--- config.mk ---
export PLATFORM = sky130hd
export DESIGN_NAME = irq_prio_ctrl
export DESIGN_NICKNAME = d
export VERILOG_FILES = /design/src/rtl/irq_prio_pkg.sv /design/src/rtl/irq_req_capture.sv /design/src/rtl/irq_prio_arbiter.sv /design/src/rtl/irq_service_stack.sv /design/src/rtl/irq_cfg_regs.sv /design/src/rtl/irq_prio_ctrl.sv
export SDC_FILE = /design/constraint.sdc
export NUM_CORES = 1
export LEC_CHECK = 0
export BUFFER_PORTS_ARGS = -buffer_cell sky130_fd_sc_hd__buf_2
export CAP_MARGIN = 20
export CORE_MARGIN = 2
export CORE_UTILIZATION = 49
export CTS_BUF_LIST = sky130_fd_sc_hd__clkbuf_16
export DETAILED_ROUTE_END_ITERATION = 10
export PLACE_DENSITY_LB_ADDON = 0.2
export SLEW_MARGIN = 20
export SYNTH_ARGS = -nofsm -noshare
export SYNTH_HDL_FRONTEND = slang
export SYNTH_HIERARCHICAL = 1
export SYNTH_SLANG_ARGS = --single-unit
--- constraint.sdc ---
create_clock -name clk -period 47.6 [get_ports clk]
set_input_delay 4.76 -clock clk [delete_from_list [all_inputs] [get_ports clk]]
set_output_delay 4.76 -clock clk [all_outputs]
set_load 0.01 [all_outputs]
--- src/rtl/irq_prio_pkg.sv ---
package irq_prio_pkg;

    localparam int IRQ_N   = 16;
    localparam int PRIO_W  = 4;
    localparam int BUS_W   = 8;
    localparam int ADDR_W  = 4;
    localparam int IDX_W   = $clog2(IRQ_N);
    localparam int NLVL    = 2 ** PRIO_W;

    // service mode field encoding
    typedef enum logic [1:0] {
        SVC_NORMAL = 2'b00,
        SVC_SINGLE = 2'b01,
        SVC_HOLD   = 2'b10,
        SVC_HOLD_B = 2'b11
    } svc_mode_e;

    // winner of the arbitration
    typedef struct packed {
        logic              valid;
        logic [PRIO_W-1:0] prio;
        logic [IDX_W-1:0]  idx;
    } arb_res_t;

    // highest set bit of an in-service mask (0 when empty)
    function automatic logic [PRIO_W-1:0] top_level(input logic [NLVL-1:0] m);
        logic [PRIO_W-1:0] r;
        r = '0;
        for (int l = 0; l < NLVL; l++) begin
            if (m[l]) r = PRIO_W'(l);
        end
        return r;
    endfunction

    function automatic logic mode_blocks(input svc_mode_e m, input logic halted);
        return (m == SVC_HOLD) || (m == SVC_HOLD_B) || ((m == SVC_SINGLE) && halted);
    endfunction

endpackage

--- src/rtl/irq_req_capture.sv ---
module irq_req_capture #(
    parameter int N = irq_prio_pkg::IRQ_N
) (
    input  logic         clk,
    input  logic         rst,
    input  logic [N-1:0] req_in,
    input  logic [N-1:0] clr_oh,
    output logic [N-1:0] rise,
    output logic [N-1:0] pend_q
);
    logic [N-1:0] prev_q;

    assign rise = req_in & ~prev_q;

    always_ff @(posedge clk) begin
        if (rst) begin
            prev_q <= '0;
            pend_q <= '0;
        end else begin
            prev_q <= req_in;
            // a fresh edge wins over the clear of the same flag
            pend_q <= (pend_q & ~clr_oh) | rise;
        end
    end
endmodule

--- src/rtl/irq_prio_arbiter.sv ---
module irq_prio_arbiter
    import irq_prio_pkg::*;
#(
    parameter int N  = IRQ_N,
    parameter int PW = PRIO_W
) (
    input  logic [N-1:0]    pend,
    input  logic [N*PW-1:0] prio_flat,
    output arb_res_t        res
);
    always_comb begin
        res = '0;
        for (int i = 0; i < N; i++) begin
            // ">=" while walking upward lets the higher index take ties
            if (pend[i] && (prio_flat[i*PW +: PW] != '0) &&
                (!res.valid || (prio_flat[i*PW +: PW] >= res.prio))) begin
                res.valid = 1'b1;
                res.prio  = prio_flat[i*PW +: PW];
                res.idx   = IDX_W'(i);
            end
        end
    end
endmodule

--- src/rtl/irq_service_stack.sv ---
module irq_service_stack
    import irq_prio_pkg::*;
#(
    parameter int PW = PRIO_W,
    localparam int NL = 2 ** PW
) (
    input  logic          clk,
    input  logic          rst,
    input  logic          push,
    input  logic [PW-1:0] push_lvl,
    input  logic          pop,
    output logic [PW-1:0] cur_lvl,
    output logic [NL-1:0] in_svc
);
    logic [NL-1:0] top_oh;
    logic [NL-1:0] push_oh;

    // levels in service strictly increase, so a mask is the whole stack
    assign cur_lvl = top_level(in_svc);
    assign top_oh  = (pop && (in_svc != '0)) ? (NL'(1) << cur_lvl) : '0;
    assign push_oh = push ? (NL'(1) << push_lvl) : '0;

    always_ff @(posedge clk) begin
        if (rst) in_svc <= '0;
        else     in_svc <= (in_svc & ~top_oh) | push_oh;
    end
endmodule

--- src/rtl/irq_cfg_regs.sv ---
module irq_cfg_regs
    import irq_prio_pkg::*;
#(
    parameter int N  = IRQ_N,
    parameter int PW = PRIO_W,
    parameter int DW = BUS_W,
    parameter int AW = ADDR_W
) (
    input  logic            clk,
    input  logic            rst,
    input  logic            wr_en,
    input  logic [AW-1:0]   addr,
    input  logic [DW-1:0]   wdata,
    input  logic [N-1:0]    pend,
    output logic [N*PW-1:0] prio_flat,
    output svc_mode_e       mode,
    output logic            halted,
    output logic            ret_wr,
    output logic [DW-1:0]   rdata
);
    localparam int FPR    = DW / PW;
    localparam int NREG   = N / FPR;
    localparam int A_RET  = NREG;
    localparam int A_PHI  = NREG + 1;
    localparam int A_MODE = NREG + 2;

    logic [PW-1:0] prio_q [N];
    logic          mode_wr;

    assign ret_wr  = wr_en && (addr == AW'(A_RET));
    assign mode_wr = wr_en && (addr == AW'(A_MODE));

    for (genvar g = 0; g < N; g++) begin : g_field
        always_ff @(posedge clk) begin
            if (rst)
                prio_q[g] <= '0;
            else if (wr_en && (addr == AW'(g / FPR)))
                prio_q[g] <= wdata[(g % FPR)*PW +: PW];
        end
        assign prio_flat[g*PW +: PW] = prio_q[g];
    end

    always_ff @(posedge clk) begin
        if (rst) begin
            mode   <= SVC_NORMAL;
            halted <= 1'b0;
        end else if (mode_wr) begin
            mode   <= svc_mode_e'(wdata[1:0]);
            halted <= 1'b0;
        end else if (ret_wr && (mode == SVC_SINGLE)) begin
            halted <= 1'b1;
        end
    end

    always_comb begin
        rdata = '0;
        for (int i = 0; i < N; i++) begin
            if (addr == AW'(i / FPR)) rdata[(i % FPR)*PW +: PW] = prio_q[i];
        end
        if (addr == AW'(A_RET))  rdata = pend[DW-1:0];
        if (addr == AW'(A_PHI))  rdata = pend[2*DW-1:DW];
        if (addr == AW'(A_MODE)) rdata = {{(DW-2){1'b0}}, mode};
    end
endmodule

--- src/rtl/irq_prio_ctrl.sv ---
module irq_prio_ctrl
    import irq_prio_pkg::*;
#(
    parameter int N  = IRQ_N,
    parameter int PW = PRIO_W,
    parameter int DW = BUS_W,
    parameter int AW = ADDR_W,
    localparam int IW = $clog2(N),
    localparam int NL = 2 ** PW
) (
    input  logic          clk,
    input  logic          rst,
    input  logic [N-1:0]  req_in,
    input  logic          irq_ack,
    input  logic          bus_we,
    input  logic [AW-1:0] bus_addr,
    input  logic [DW-1:0] bus_wdata,
    output logic [DW-1:0] bus_rdata,
    output logic          irq_o,
    output logic [IW-1:0] irq_vec
);
    logic [N-1:0]    req_rise;
    logic [N-1:0]    pend_q;
    logic [N-1:0]    clr_oh;
    logic [N*PW-1:0] prio_flat;
    svc_mode_e       mode;
    logic            halted;
    logic            ret_wr;
    logic [PW-1:0]   cur_lvl;
    logic [NL-1:0]   in_svc;
    arb_res_t        win;
    logic            take;

    irq_req_capture #(.N(N)) u_cap (
        .clk(clk), .rst(rst), .req_in(req_in), .clr_oh(clr_oh),
        .rise(req_rise), .pend_q(pend_q)
    );

    irq_prio_arbiter #(.N(N), .PW(PW)) u_arb (
        .pend(pend_q), .prio_flat(prio_flat), .res(win)
    );

    irq_service_stack #(.PW(PW)) u_stk (
        .clk(clk), .rst(rst), .push(take), .push_lvl(win.prio),
        .pop(ret_wr), .cur_lvl(cur_lvl), .in_svc(in_svc)
    );

    irq_cfg_regs #(.N(N), .PW(PW), .DW(DW), .AW(AW)) u_regs (
        .clk(clk), .rst(rst), .wr_en(bus_we), .addr(bus_addr),
        .wdata(bus_wdata), .pend(pend_q), .prio_flat(prio_flat),
        .mode(mode), .halted(halted), .ret_wr(ret_wr), .rdata(bus_rdata)
    );

    assign irq_o   = win.valid && (win.prio > cur_lvl) && !mode_blocks(mode, halted);
    assign irq_vec = win.idx;
    assign take    = irq_o && irq_ack;
    assign clr_oh  = take ? (N'(1) << win.idx) : '0;
endmodule

==> results.md <==
* Outcome: finished, final reports clean
* Layout Skew at ~0.011 ns
* Worst Reg-to-Reg Cells at between 100 and 150
* PwrDens at ~69 nW/um^2
* Crit. End Element: primary output
* Post_cts resized at 0
* Final Hold Violating Endpoints at 0
* Post-synthesis xor/xnor area fraction at 0
* Mux contribution to synthesized area at 0.0452
* Area growth syn-to-layout at 9.95%
* Reg2Reg Launch Point: u_cap/pend_q[0]
* Layout cells sized above 1 at 0.170
* Count of clock tree sinks at between 100 and 150
* Routed Antenna Nets at 0
* Final setup vio count at 0
* Via count at roughly 7900
* Avg Cell Area, Syn at just over 9 sq um
* Dpl hpwl at approximately 20 mm
* Vias in the first global route at approximately 7400
* Most frequent cells in the layout: and2_1, nor2_1, nor2b_1, edfxtp_1, ha_1
* Number of buffers added on ports at 44
* Post-route DRC violation count at 0
* Achievable Freq at approximately 32 MHz
* Largest net degree at the start of global routing at between 40 and 50
* Die width at about 140 um
* Synth Flop Type: edfxtp_1
* Clock transition at path regs at roughly 0.06 ns
* Post-synth EDFFs at 64
* H-tree depth at 4
* YS warnings at 6
* Ranking of synthesized cells by area: edfxtp_1, dfxtp_1, ha_1, and2_1, nor2b_1
* CTS tree: done
* Peak per-stage delay on the critical path at ~0.73 ns
* FP Rows at 50
* R2r endpoint: u_stk/in_svc[0]
* VDD IR max at about 94 uV
* Sequential fraction of the synthesis area at 0.320
* Routed WL per cell at 20.7 um
* CTS Hold Buffers Added at 0
* Grt ovf at 0
* Most frequent CP cell: ha_1
* Clk Latency, worst-skew pair at around 0.41 ns
* Final Core Density at 0.544
* Max-slew violations at 0
* Final #Nets at approximately 1100
* Period minus WS final at 31.37 ns
* Critical path startpoint: u_cap/pend_q[0]
* First-pass GRT wire length at between 40 and 50 mm
* Critical-path maximum fanout at 18
* WP data arrival at between 20 and 30 ns
* R2R setup slack at between 20 and 25 ns
* Final worst-path cycle share at 0.659
* Vias per inst at 6.24
* Final wirelength at ~26 mm
* Fillers at approximately 1700
* Hold crit path type: flop to flop
* Core ar. at 18600 sq um
* I/O Pins at 45
* Clock Path Buffers at 2
* Post-synthesis adder-cell area fraction at 0.0788
* Slew margin rel. at 0.214
* CTS buffer count at 17
* CP Class: flop to primary output
* Pleak at slightly below 4 nW
* GRT Util Overall at 0.267
* RSZ-0062 raised after global routing: false
* Post-synth ARST share at 0
* GPL Wtd Cong at slightly above 0.9
* Max_cap viols at 0
* Placed Area at ~9600 sq um
* Die area at between 15000 and 20000 sq um
* Post-CTS setup buffer count at 0
* Worst setup SP type: flop
* Seq cells post-synth at around 120
* Top cell type's share of synthesized area at 0.209
* Iteration count of the initial detailed-routing pass at 7
* Worst Tran Pin Value at 1.17 ns
* Initial core utilization at 0.495
* Post-Synth Simple-Gate Area at 0.246
* Cell depth of the worst hold path at 2
* CP endpoint: irq_o
* Mapped Cells at a little under 1000
* Syn Std Cell Area at between 9000 and 10000 sq um
* Die Y at around 140 um
* Yosys cell types at roughly 110
* Cell area after layout at 10100 sq um
* Post-synth top area cell: edfxtp_1
* Iter 0 DRT Violations at just under 800
* Largest family of logic cells by synthesized area: compound AO/OA/AOI/OAI gates
* Initial antenna violation count at 1
* Compound-cell area share of the yosys netlist at 0.273
* Critical Path RT at about 43 ns
* Mapped Nets at 1075
* Root Buffer Master: clkbuf_16
* Most common cell after layout, fill and taps aside: and2_1
* Total negative slack at 0 ns
* Ant diodes at 0
* Slowest cell on crit path: o211ai_1
[power by group]
part	total [W]	internal, W	switching (W)
clock	0.000121	0.0000689	0.0000524
combinational	0.000446	0.000169	0.000277
sequential	0.000134	0.000116	0.0000175
[routing by layer]
layer | GRT usage | part of all wire | routed length (um) | vias up
li1 | - | - | - | 3833
met5 | 0 | 0 | 0 | -
met4 | 0.0847 | 0.023 | 594 | 0
met3 | 0.0452 | 0.079 | 2080 | 42
met1 | 0.393 | 0.46 | 12200 | 3705
met2 | 0.399 | 0.43 | 11500 | 352
[critical path, delay by kind of cell (launching register included)]
kind,cells,cell delay [ns]
fa+ha+maj,16,4.52
mux,6,2.30
simple gates,29,4.53
compound gates,59,14.00
flops,1,0.48
buf+inv,3,0.32
[synth_stat cells (7+ instances only)]
cell type	n
o31ai_1	7
nand2_1	53
a31o_2	7
o21a_1	8
o41ai_1	11
buf_4	7
o21ai_0	45
o22ai_1	8
mux2i_1	22
nand2b_1	20
a211oi_1	16
o211ai_1	8
buf_2	9
and3_1	7
a21o_1	24
nand3b_1	7
a211oi_2	9
and2_1	74
o21ba_2	17
a22oi_1	15
nor2b_1	64
inv_1	45
ha_1	57
nand4b_1	7
a21oi_1	41
edfxtp_1	64
nand4_1	10
mux2_2	10
nor2_1	72
nor3_1	21
nand3_1	19
dfxtp_1	51
[stage by stage]
step / power, W / hold WS [ns] / cells / setup WS (ns)
final: 0.000701 / 0.501 / 1272 / 16.23
after global routing: 0.000757 / 0.537 / 1272 / 14.29
after detailed placement: 0.000575 / 0.496 / 1240 / 17.08
after floorplan: 0.000489 / 0.462 / 986 / 20.45
after CTS: 0.000699 / 0.504 / 1272 / 16.55
after global placement: 0.000568 / 0.492 / 1240 / 17.52
[logic make-up after synthesis]
| logic type | after synthesis |
|---|---|
| AOI/OAI and AO/OA | 312 |
| adders and majority gates | 58 |
| and+or+nand+nor | 393 |
| DFF | 115 |
| buffers and inverters | 72 |
| muxes | 36 |
[state kept, by name (all words and copies together) (netlist names)]
name	count
u_cap/pend_q	16
u_cap/prev_q	16
u_stk/in_svc	16
u_regs/prio_q	64
u_regs/halted	1
u_regs/mode	2
[area by class of cell]
type / count / area, sq um / share of cell area
Clock buffer: 17 / 425 / 0.0421
Clock inverter: 15 / 134 / 0.0132
Inverter: 46 / 173 / 0.0171
Multi-Input combinational cell: 799 / 5910 / 0.584
Sequential cell: 115 / 2940 / 0.291
Tap cell: 234 / 293 / 0.0290
Timing Repair Buffer: 46 / 235 / 0.0233
[worst min-delay path by stage]
stage	end	from	slack, ns
floorplan	u_stk/in_svc[2]	u_stk/in_svc[2]	0.46
global placement	u_stk/in_svc[2]	u_stk/in_svc[2]	0.49
detailed placement	u_stk/in_svc[2]	u_stk/in_svc[2]	0.50
CTS	u_stk/in_svc[2]	u_stk/in_svc[2]	0.50
global route	u_stk/in_svc[2]	u_stk/in_svc[2]	0.54
finish	u_stk/in_svc[2]	u_stk/in_svc[2]	0.50
No activity file was read; power rests on OpenSTA's default activity.
